===== src/rtl/vis_pkg.sv =====
package vis_pkg;
  localparam int VL_W = 8;
  localparam int EW_W = 2;
  localparam int OP_W = 4;

  typedef struct packed {
    logic [EW_W-1:0] ew;
    logic [VL_W-1:0] vl;
  } reg_cfg_t;

  typedef enum logic [2:0] {
    ST_IDLE, ST_LK_D, ST_LK_A, ST_LK_B, ST_ISSUE
  } seq_st_e;
endpackage


===== src/rtl/vis_cfg_table.sv =====
module vis_cfg_table
  import vis_pkg::*;
#(
  parameter int NREG = 32,
  localparam int IW = $clog2(NREG),
  localparam int DEPTH = 2 * NREG
) (
  input  logic          clk_i,
  input  logic          rst_ni,
  input  logic          wr_en_i,
  input  logic          wr_fp_i,
  input  logic [IW-1:0] wr_idx_i,
  input  reg_cfg_t      wr_val_i,
  input  logic          rd_fp_i,
  input  logic [IW-1:0] rd_idx_i,
  output reg_cfg_t      rd_val_o
);
  // one write port, one read port; file bit is the address MSB (NREG power of 2)
  reg_cfg_t tab_q [DEPTH];

  always_ff @(posedge clk_i or negedge rst_ni) begin
    if (!rst_ni) begin
      for (int k = 0; k < DEPTH; k++) tab_q[k] <= '{ew: '0, vl: VL_W'(1)};
    end else if (wr_en_i) begin
      tab_q[{wr_fp_i, wr_idx_i}] <= wr_val_i;
    end
  end

  assign rd_val_o = tab_q[{rd_fp_i, rd_idx_i}];
endmodule


===== src/rtl/vis_range_chk.sv =====
module vis_range_chk
  import vis_pkg::*;
#(
  parameter int NREG = 32,
  localparam int IW = $clog2(NREG),
  localparam int SW = ((VL_W > IW) ? VL_W : IW) + 1
) (
  input  logic [VL_W-1:0] vl_d_i,
  input  logic [VL_W-1:0] vl_a_i,
  input  logic [VL_W-1:0] vl_b_i,
  input  logic [IW-1:0]   base_d_i,
  input  logic [IW-1:0]   base_a_i,
  input  logic [IW-1:0]   base_b_i,
  output logic [VL_W-1:0] cnt_o,
  output logic            bad_o
);
  logic [2:0][VL_W-1:0] vl;
  logic [2:0][IW-1:0]   base;

  assign vl   = {vl_b_i, vl_a_i, vl_d_i};
  assign base = {base_b_i, base_a_i, base_d_i};

  always_comb begin
    // element count: destination length, else longest source
    if (vl_d_i != VL_W'(1)) cnt_o = vl_d_i;
    else                    cnt_o = (vl_a_i > vl_b_i) ? vl_a_i : vl_b_i;
    bad_o = 1'b0;
    for (int k = 0; k < 3; k++) begin
      if (vl[k] == '0) bad_o = 1'b1;
      if (vl[k] != VL_W'(1) && vl[k] != cnt_o) bad_o = 1'b1;
      if (SW'(vl[k]) + SW'(base[k]) > SW'(NREG)) bad_o = 1'b1;
    end
  end
endmodule


===== src/rtl/vis_seq.sv =====
module vis_seq
  import vis_pkg::*;
#(
  parameter int NREG = 32,
  localparam int IW = $clog2(NREG)
) (
  input  logic            clk_i,
  input  logic            rst_ni,
  input  logic            in_valid_i,
  output logic            in_ready_o,
  input  logic [OP_W-1:0] in_op_i,
  input  logic            in_fp_i,
  input  logic [IW-1:0]   in_rd_i,
  input  logic [IW-1:0]   in_rs1_i,
  input  logic [IW-1:0]   in_rs2_i,
  input  logic [NREG-1:0] in_pred_i,
  output logic            tab_fp_o,
  output logic [IW-1:0]   tab_idx_o,
  input  reg_cfg_t        tab_val_i,
  output logic            uop_valid_o,
  input  logic            uop_ready_i,
  output logic [OP_W-1:0] uop_op_o,
  output logic            uop_fp_o,
  output logic [IW-1:0]   uop_rd_o,
  output logic [IW-1:0]   uop_rs1_o,
  output logic [IW-1:0]   uop_rs2_o,
  output logic [EW_W-1:0] uop_ew_o,
  output logic            uop_en_o,
  output logic            uop_last_o,
  output logic            uop_red_o,
  output logic            err_o
);
  seq_st_e         st_q;
  logic [OP_W-1:0] op_q;
  logic            fp_q;
  logic [IW-1:0]   rd_q, ra_q, rb_q;
  logic [NREG-1:0] pred_q;
  reg_cfg_t        dst_q;
  logic [VL_W-1:0] vla_q, cnt_q;
  logic            dv_q, av_q, bv_q, red_q, err_q;
  logic [IW-1:0]   el_q;
  logic [VL_W-1:0] cnt;
  logic            bad, last;

  vis_range_chk #(.NREG(NREG)) u_rchk (
    .vl_d_i  (dst_q.vl),
    .vl_a_i  (vla_q),
    .vl_b_i  (tab_val_i.vl),
    .base_d_i(rd_q),
    .base_a_i(ra_q),
    .base_b_i(rb_q),
    .cnt_o   (cnt),
    .bad_o   (bad)
  );

  // single read port walks rd, rs1, rs2 over three cycles
  always_comb begin
    tab_fp_o = fp_q;
    unique case (st_q)
      ST_LK_A: tab_idx_o = ra_q;
      ST_LK_B: tab_idx_o = rb_q;
      default: tab_idx_o = rd_q;
    endcase
  end

  assign last = (VL_W'(el_q) == cnt_q - VL_W'(1));

  always_ff @(posedge clk_i or negedge rst_ni) begin
    if (!rst_ni) begin
      st_q   <= ST_IDLE;
      op_q   <= '0;
      fp_q   <= 1'b0;
      rd_q   <= '0;
      ra_q   <= '0;
      rb_q   <= '0;
      pred_q <= '0;
      dst_q  <= '0;
      vla_q  <= '0;
      cnt_q  <= '0;
      dv_q   <= 1'b0;
      av_q   <= 1'b0;
      bv_q   <= 1'b0;
      red_q  <= 1'b0;
      err_q  <= 1'b0;
      el_q   <= '0;
    end else begin
      err_q <= 1'b0;
      unique case (st_q)
        ST_IDLE: if (in_valid_i) begin
          op_q   <= in_op_i;
          fp_q   <= in_fp_i;
          rd_q   <= in_rd_i;
          ra_q   <= in_rs1_i;
          rb_q   <= in_rs2_i;
          pred_q <= in_pred_i;
          st_q   <= ST_LK_D;
        end
        ST_LK_D: begin
          dst_q <= tab_val_i;
          st_q  <= ST_LK_A;
        end
        ST_LK_A: begin
          vla_q <= tab_val_i.vl;
          st_q  <= ST_LK_B;
        end
        ST_LK_B: begin
          cnt_q <= cnt;
          dv_q  <= (dst_q.vl != VL_W'(1));
          av_q  <= (vla_q != VL_W'(1));
          bv_q  <= (tab_val_i.vl != VL_W'(1));
          red_q <= (dst_q.vl == VL_W'(1)) && (cnt != VL_W'(1));
          el_q  <= '0;
          if (bad) begin
            err_q <= 1'b1;
            st_q  <= ST_IDLE;
          end else begin
            st_q <= ST_ISSUE;
          end
        end
        ST_ISSUE: if (uop_ready_i) begin
          if (last) st_q <= ST_IDLE;
          else      el_q <= el_q + IW'(1);
        end
        default: st_q <= ST_IDLE;
      endcase
    end
  end

  assign in_ready_o  = (st_q == ST_IDLE);
  assign uop_valid_o = (st_q == ST_ISSUE);
  assign uop_op_o    = op_q;
  assign uop_fp_o    = fp_q;
  assign uop_rd_o    = rd_q + (dv_q ? el_q : '0);
  assign uop_rs1_o   = ra_q + (av_q ? el_q : '0);
  assign uop_rs2_o   = rb_q + (bv_q ? el_q : '0);
  assign uop_ew_o    = dst_q.ew;
  assign uop_en_o    = pred_q[el_q];
  assign uop_last_o  = last;
  assign uop_red_o   = red_q;
  assign err_o       = err_q;
endmodule


===== src/rtl/vis_issue_seq.sv =====
module vis_issue_seq
  import vis_pkg::*;
#(
  parameter int NREG = 32,
  localparam int IW = $clog2(NREG)
) (
  input  logic            clk_i,
  input  logic            rst_ni,
  input  logic            cfg_we_i,
  input  logic            cfg_fp_i,
  input  logic [IW-1:0]   cfg_idx_i,
  input  logic [VL_W-1:0] cfg_vl_i,
  input  logic [EW_W-1:0] cfg_ew_i,
  input  logic            in_valid_i,
  output logic            in_ready_o,
  input  logic [OP_W-1:0] in_op_i,
  input  logic            in_fp_i,
  input  logic [IW-1:0]   in_rd_i,
  input  logic [IW-1:0]   in_rs1_i,
  input  logic [IW-1:0]   in_rs2_i,
  input  logic [NREG-1:0] in_pred_i,
  output logic            uop_valid_o,
  input  logic            uop_ready_i,
  output logic [OP_W-1:0] uop_op_o,
  output logic            uop_fp_o,
  output logic [IW-1:0]   uop_rd_o,
  output logic [IW-1:0]   uop_rs1_o,
  output logic [IW-1:0]   uop_rs2_o,
  output logic [EW_W-1:0] uop_ew_o,
  output logic            uop_en_o,
  output logic            uop_last_o,
  output logic            uop_red_o,
  output logic            err_o
);
  logic          tab_fp;
  logic [IW-1:0] tab_idx;
  reg_cfg_t      tab_val;
  reg_cfg_t      wr_val;

  assign wr_val = '{ew: cfg_ew_i, vl: cfg_vl_i};

  vis_cfg_table #(.NREG(NREG)) u_tab (
    .clk_i   (clk_i),
    .rst_ni  (rst_ni),
    .wr_en_i (cfg_we_i),
    .wr_fp_i (cfg_fp_i),
    .wr_idx_i(cfg_idx_i),
    .wr_val_i(wr_val),
    .rd_fp_i (tab_fp),
    .rd_idx_i(tab_idx),
    .rd_val_o(tab_val)
  );

  vis_seq #(.NREG(NREG)) u_seq (
    .clk_i      (clk_i),
    .rst_ni     (rst_ni),
    .in_valid_i (in_valid_i),
    .in_ready_o (in_ready_o),
    .in_op_i    (in_op_i),
    .in_fp_i    (in_fp_i),
    .in_rd_i    (in_rd_i),
    .in_rs1_i   (in_rs1_i),
    .in_rs2_i   (in_rs2_i),
    .in_pred_i  (in_pred_i),
    .tab_fp_o   (tab_fp),
    .tab_idx_o  (tab_idx),
    .tab_val_i  (tab_val),
    .uop_valid_o(uop_valid_o),
    .uop_ready_i(uop_ready_i),
    .uop_op_o   (uop_op_o),
    .uop_fp_o   (uop_fp_o),
    .uop_rd_o   (uop_rd_o),
    .uop_rs1_o  (uop_rs1_o),
    .uop_rs2_o  (uop_rs2_o),
    .uop_ew_o   (uop_ew_o),
    .uop_en_o   (uop_en_o),
    .uop_last_o (uop_last_o),
    .uop_red_o  (uop_red_o),
    .err_o      (err_o)
  );
endmodule


===== config.mk =====
export PLATFORM = sky130hd
export DESIGN_NAME = vis_issue_seq
export DESIGN_NICKNAME = d
export VERILOG_FILES = /design/src/rtl/vis_pkg.sv /design/src/rtl/vis_cfg_table.sv /design/src/rtl/vis_range_chk.sv /design/src/rtl/vis_seq.sv /design/src/rtl/vis_issue_seq.sv
export SDC_FILE = /design/constraint.sdc
export NUM_CORES = 1
export LEC_CHECK = 0
export BUFFER_PORTS_ARGS = -buffer_cell sky130_fd_sc_hd__buf_2
export CORE_MARGIN = 10
export CORE_UTILIZATION = 50
export CTS_BUF_LIST = sky130_fd_sc_hd__clkbuf_16
export DETAILED_ROUTE_END_ITERATION = 8
export GPL_TIMING_DRIVEN = 0
export PLACE_DENSITY_LB_ADDON = 0.12
export SETUP_SLACK_MARGIN = 0.1
export SYNTH_ARGS = -nofsm -noshare
export SYNTH_HDL_FRONTEND = slang
export SYNTH_SLANG_ARGS = --single-unit

===== constraint.sdc =====
create_clock -name clk_i -period 16 [get_ports clk_i]
set_clock_uncertainty 0.1 [all_clocks]
set_input_delay 0.8 -clock clk_i [delete_from_list [all_inputs] [get_ports clk_i]]
set_output_delay 0.8 -clock clk_i [all_outputs]
set_load 0.05 [all_outputs]

==> impl_metrics.py, run 1 <==
metrics = {
    "outcome": {
        "status": "completed",
    },
    "power": {
        "switching_share_pct": 26.2,
        "p_comb_share_pct": 12.0,
        "p_clk_share_pct": 40.2,
        "intPower_mw": 3.41,
        "leakage_nw": 19.1,
        "powerDensity_nw_per_um2": 113,
        "pwr-share-seq_pct": 47.8,
        "peakVddDrop_v": 0.0000885,
        "power_mw": 4.62,
        "p_switching_mw": 1.21,
    },
    "timing": {
        "fmax_ghz": 0.113,
        "worstMarginPinSlew_ns": 1.34,
        "rsz0062_at_grt": "no",
        "setup_ws_ns": 7.18,
        "whs_ns": 0.0127,
        "hold_viol": 0,
        "final-setup-viol-count": 0,
        "final_max_slew_viol_count": 0,
        "post-route-period-util_pct": 55.1,
        "relSlewSlack_pct": 9.75,
        "fin_crit_ns": 8.82,
    },
    "worst_setup_path": {
        "cp.depth": 20,
        "endpoint_kind": "flip-flop",
        "critPathBufInv": 4,
        "slowest_delay_ns": 0.95,
        "cp_top_family": "compound AO/OA/AOI/OAI gates",
        "worstPathRequired_ns": 16.42,
        "crit_type": "reg2reg",
        "path_max_fanout": 11,
        "rr_worst_depth": 20,
        "timing.rr.end": "u_seq.err_o",
        "slowest_stage": "mux2i_2",
        "ff2ff_setup_slack_ns": 7.18,
        "rr_startpoint": "u_seq.rd_q[1]",
        "worst_setup_path_start_kind": "flip-flop",
        "crit_arrival_ns": 9.24,
        "crit_chain": "clkinv_1, mux2i_2, buf_2, buf_4, clkbuf_1, a32oi_1, a22oi_1, a21oi_1, a22oi_1, ha_1, nand3_1, nor3_1, a21oi_1, nand2_1, a32oi_1, nor3_1, or4b_1, o31ai_1, o2111ai_1, and2_1",
    },
    "min_path": {
        "hold_path_class": "in2async",
    },
    "global_routing": {
        "first_global_vias": 27700,
        "grt_pass1_wl_mm": 192,
        "grt_antenna_before_repair": 3,
        "grt_use_total_pct": 31.7,
        "grt_max_degree": 130,
        "overflow": 0,
    },
    "clocking": {
        "cts_tree": "yes",
        "cts.sinks": 731,
        "worst_skew_pair.late_latency_ns": 0.66,
        "cts.path.max_buffers": 3,
        "cts.reportedPaths.clkPinSlew_ns": 0.06,
        "root_buffer": "clkbuf_16",
        "cts_hold_buf": 0,
        "post_cts_buffers": 0,
        "htree_levels": 3,
        "cts_buffers": 82,
        "ctsResizeCount": 0,
    },
    "logic_synthesis": {
        "syn-num-nets": 3110,
        "ys_warn_count": 0,
        "synthMostInstantiatedCell": "mux2_2",
        "avgSynthCellArea_um2": 12.1,
        "yosysSeqAreaShare_pct": 50.8,
        "synth_enable_flop_cells": 0,
        "synthTopCellsByCount": "mux2_2, dfrtp_1, nand2_1, clkbuf_1, a21oi_1",
        "synth_top_area_share_pct": 46.2,
        "ys_types": 80,
        "syn_inst": 2994,
        "synthTopCellsByArea": "dfrtp_1, mux2_2, dfstp_2",
        "netlist_area_um2": 36200,
        "synth_flop_cell": "dfrtp_1",
        "synthArstFlopShare_pct": 100,
        "yosysTopAreaCell": "dfrtp_1",
        "synth_seq_cells": 731,
    },
    "detailed_routing": {
        "dr.pass1.iters": 8,
        "vias": 27200,
        "drt-vias-per-instance": 6.45,
        "drc": 0,
        "drt_wl_total_mm": 134,
        "ant_nets": 0,
        "post_drt_wl_per_cell_um": 31.7,
        "drtIter0Drc": 2737,
    },
    "finish": {
        "final_core_util_pct": 57.3,
        "antenna_cells": 0,
        "instances_no_fill": 4214,
        "final_net_count": 3312,
        "area_growth_pct": 13.5,
        "drive_above_1_share_pct": 35.2,
    },
    "placed_design": {
        "dp_hpwl_mm": 94.1,
        "port_buffers": 87,
        "dp.cells": 4062,
        "gp_congestion": 0.980,
        "pre_cts_ws_ns": 7.53,
    },
    "die": {
        "die_x_um": 289,
        "dieArea_um2": 83500,
        "ios": 101,
        "rows": 98,
        "die_y_um": 289,
        "initial_core_util_pct": 50.5,
        "core_um2": 71600,
    },
    "run": {
        "drv_cap": 0,
    },
}
power groups by stage:
stage	Combinational (mW)	Clock, mW	Sequential, mW
2_1_floorplan	0.383	0	2.19
3_5_place_dp	0.553	0	2.23
3_3_place_gp	0.525	0	2.22
4_1_cts	0.555	1.86	2.20
5_1_grt	0.604	1.94	2.23
6_report	0.556	1.86	2.21
worst max path at each step:
| stage | from | end |
|---|---|---|
| 3_5_place_dp | u_seq.rd_q[1] | u_seq.err_o |
| 3_3_place_gp | rst_ni | u_tab.tab_q[118] |
| 5_1_grt | u_seq.rd_q[1] | u_seq.err_o |
| 4_1_cts | u_seq.rd_q[1] | u_seq.err_o |
| 6_report | u_seq.rd_q[1] | u_seq.err_o |
| 2_1_floorplan | u_seq.st_q[1] | u_seq.err_o |
state kept, by name (all words and copies together) (netlist names):
signal and flops:
u_seq.av_q 1, u_seq.bv_q 1, u_seq.cnt_q 8, u_seq.dst_q 8, u_seq.dv_q 1, u_seq.el_q 5, u_seq.err_o 1, u_seq.pred_q 32
u_seq.ra_q 5, u_seq.rb_q 5, u_seq.rd_q 5, u_seq.st_q 3, u_seq.tab_fp_o 1, u_seq.uop_ew_o 2, u_seq.uop_op_o 4, u_seq.uop_red_o 1
u_seq.vla_q 8, u_tab.tab_q 640
kinds of logic after synthesis:
family          share of synthesized area, %
simple gates                            8.33
flops                                   50.8
xor+xnor                               0.848
buf+inv                                 3.14
compound gates                          7.30
fa+ha+maj                               1.61
mux                                     28.0
layer usage:
layer / wire (µm) / GRT usage [%] / up-vias
met5: 23 / 0 / -
met4: 8200 / 17.6 / 4
met3: 12300 / 8.32 / 425
met2: 61200 / 49.3 / 1431
met1: 52100 / 40.0 / 14100
li1: - / - / 11200
layout make-up:
| cell class | count | area (µm²) |
|---|---|---|
| Buffer | 218 | 986 |
| Clock buffer | 83 | 2080 |
| Clock inverter | 69 | 531 |
| Fill cell | 5995 | 30600 |
| Inverter | 40 | 150 |
| Multi-Input combinational cell | 2005 | 16700 |
| Sequential cell | 731 | 18400 |
| Tap cell | 950 | 1190 |
| Timing Repair Buffer | 118 | 1000 |
placed cells by master, fill, tap and decap left out, types with 9 or more instances in the layout:
| cell type | synthesis | layout |
|---|---|---|
| dfstp_2 | 64 | 64 |
| buf_1 | 19 | 19 |
| a211oi_1 | 11 | 11 |
| dfrtp_1 | 667 | 667 |
| xnor2_1 | 26 | 26 |
| buf_2 | 38 | 126 |
| mux4_2 | 57 | 57 |
| nor4_1 | 12 | 11 |
| a32oi_1 | 26 | 26 |
| a221oi_1 | 19 | 19 |
| nor3_1 | 24 | 23 |
| nand3_1 | 77 | 77 |
| buf_6 | 9 | 11 |
| a22oi_1 | 31 | 31 |
| a21oi_1 | 128 | 128 |
| nor2_1 | 100 | 72 |
| and2_1 | 16 | 16 |
| buf_4 | 11 | 12 |
| clkbuf_16 | 0 | 83 |
| a21o_1 | 15 | 15 |
| ha_1 | 37 | 37 |
| buf_8 | 1 | 18 |
| xor2_1 | 9 | 9 |
| mux2_2 | 696 | 696 |
| o21ai_0 | 55 | 55 |
| clkinv_1 | 1 | 23 |
| mux2i_1 | 79 | 79 |
| nor2_2 | 0 | 28 |
| o22ai_1 | 9 | 9 |
| nand2_1 | 388 | 388 |
| a31oi_1 | 21 | 21 |
| clkbuf_1 | 140 | 140 |
| inv_1 | 39 | 59 |
| buf_16 | 0 | 10 |
| o21a_1 | 16 | 16 |
| nand4_1 | 20 | 20 |
| clkinv_2 | 0 | 14 |
through the flow:
stage	setup TNS (ns)	cell area [µm²]
after CTS	0	41000
after floorplan	0	36200
final	0	41000
after detailed placement	0	38400
after global placement	-611.85	37800
after global routing	0	41000
Note: power is estimated with default switching activity, not from simulation.
==> run 2, diff against run 1 <==
Clock period 16 ns to 8.7 ns, I/O delays scaled along.
==> run 2 against run 1 <==
Count of clock-buffer cells in the layout unchanged. Combinational power up 87%. Worst hold slack better by 0.017 ns. Final cell count up 1.3%.
==> impl_metrics.py, run 2 (synthesis gave the netlist of run 1 again) <==
metrics = {
    "placed_design": {
        "pre_cts_ws_ns": 0.228,
        "port_buffers": 87,
        "dp_hpwl_mm": 94.1,
        "gp_congestion": 0.980,
    },
    "global_routing": {
        "grt_use_total_pct": 31.9,
        "grt_antenna_before_repair": 3,
        "overflow": 0,
        "grt_max_degree": 130,
        "first_global_vias": 28000,
        "grt_pass1_wl_mm": 194,
    },
    "finish": {
        "reg_top3": "u_tab.tab_q: 640 flops, u_seq.pred_q: 32 flops",
        "final_net_count": 3366,
        "top_register": "u_tab.tab_q",
        "area_growth_pct": 15.0,
        "drive_above_1_share_pct": 34.7,
        "largest_register_ff_count": 640,
        "layout_commonest_cell": "mux2_2",
        "multi_input_area_um2": 16800,
        "final_core_util_pct": 58.1,
        "fillers": 5937,
        "final_cell_mix": "mux2_2, dfrtp_1, nand2_1",
        "seqCellArea_um2": 18400,
    },
    "die": {
        "rows": 98,
        "initial_core_util_pct": 50.5,
        "die_y_um": 289,
        "ios": 101,
        "core_um2": 71600,
        "die_x_um": 289,
        "dieArea_um2": 83500,
    },
    "power": {
        "peakVddDrop_v": 0.000163,
        "powerDensity_nw_per_um2": 205,
        "leakage_nw": 19.4,
    },
    "outcome": {
        "status": "completed",
    },
    "detailed_routing": {
        "dr.pass1.iters": 8,
        "ant_nets": 0,
        "drt_wl_total_mm": 134,
        "vias": 27300,
        "drc": 0,
        "post_drt_wl_per_cell_um": 31.5,
        "drtIter0Drc": 2870,
        "drt-vias-per-instance": 6.39,
    },
    "clocking": {
        "cts.reportedPaths.clkPinSlew_ns": 0.06,
        "cts_buffers": 82,
        "cts.sinks": 731,
        "cts_tree": "yes",
        "htree_levels": 3,
        "root_buffer": "clkbuf_16",
        "worst_skew_pair.late_latency_ns": 0.66,
        "cts.path.max_buffers": 3,
    },
    "worst_setup_path": {
        "crit_type": "reg2reg",
        "slowest_delay_ns": 0.96,
        "slowest_stage": "clkbuf_1",
        "crit_arrival_ns": 8.94,
        "crit_chain": "mux2i_1, mux2i_4, buf_4, nor2_1, clkbuf_1, clkbuf_1, nand3_1, nand4_1, nand4_1, mux2i_1, inv_1, ha_1, nand2_1, nor3_1, a21oi_1, nand2_1, a32oi_1, nor3_1, or4b_1, o31ai_1, o2111ai_1, and2_1",
        "worst_setup_path_start_kind": "flip-flop",
        "endpoint_kind": "flip-flop",
        "path_max_fanout": 10,
        "worstPathRequired_ns": 9.13,
    },
    "timing": {
        "worstMarginPinSlew_ns": 1.34,
        "rsz0062_at_grt": "no",
        "relSlewSlack_pct": 10.4,
        "post-route-period-util_pct": 97.9,
        "setup_ws_ns": 0.185,
        "fmax_ghz": 0.117,
        "finalSetupTns_ns": 0,
        "hold_viol": 0,
        "fin_crit_ns": 8.52,
        "final-setup-viol-count": 0,
        "final_max_slew_viol_count": 0,
    },
    "min_path": {
        "hold_path_class": "in2reg",
    },
    "run": {
        "drv_cap": 0,
    },
}
## run 2: worst paths after layout
check,from,endpoint,slack [ns],cells after the start
setup reg to reg,u_seq.st_q[0],u_seq.err_o,0.18,22
max in group asynchronous,rst_ni,u_tab.tab_q[238],5.68,6
hold reg to reg,u_seq.uop_red_o,u_seq.uop_red_o,0.38,2
min in group asynchronous,rst_ni,u_tab.tab_q[517],0.23,2
setup / recovery,u_seq.st_q[0],u_seq.err_o,0.18,22
hold / removal,uop_ready_i,u_seq.st_q[2],0.03,4
## run 2: metal layers
metal	vias to the layer above	track usage [%]	wire length, µm
li1	11400	-	-
met1	14200	40.0	52600
met2	1296	49.8	61600
met3	430	8.74	12200
met4	4	17.4	8020
met5	-	0	19
## run 2: layout make-up
type / count / share of cell area, %
Timing Repair Buffer: 172 / 3.71
Clock buffer: 83 / 4.99
Clock inverter: 69 / 1.28
Sequential cell: 731 / 44.2
Antenna cell: 1 / 0.00601
Multi-Input combinational cell: 2005 / 40.3
Inverter: 40 / 0.361
Tap cell: 950 / 2.86
Buffer: 218 / 2.37
## run 2: where the power goes
| part | switching [mW] | total, mW | leakage (nW) | internal (mW) |
|---|---|---|---|---|
| Sequential | 0.221 | 4.06 | 9.55 | 3.84 |
| Combinational | 0.521 | 1.04 | 8.45 | 0.523 |
| Clock | 1.49 | 3.42 | 1.36 | 1.92 |
## run 2: through the flow
step                      total power, mW  cells  area [µm²]  hold WS (ns)
final                                8.52   4269       41600        0.0297
after global routing                 8.80   4268       41600        0.0355
after CTS                            8.51   4268       41600       0.00561
after detailed placement             5.12   4062       38400         0.356
after global placement               5.05   4031       37800         0.372
after floorplan                      4.73   2994       36200        0.0394
## run 2: repair_timing
action                     4_1_cts  5_1_grt
setup buffers                    0        0
resized for setup                0        3
hold endpoints to repair       130        0
hold buffers                    54        0
setup endpoints to repair        0        2
## run 2: worst max-delay path: cells and delay by family (launching register included)
family	cells	cell delay, ns
AOI/OAI and AO/OA	4	1.43
adders and majority gates	1	0.33
buffers and inverters	4	2.13
DFF	1	0.41
muxes	3	1.68
and+or+nand+nor	10	2.30
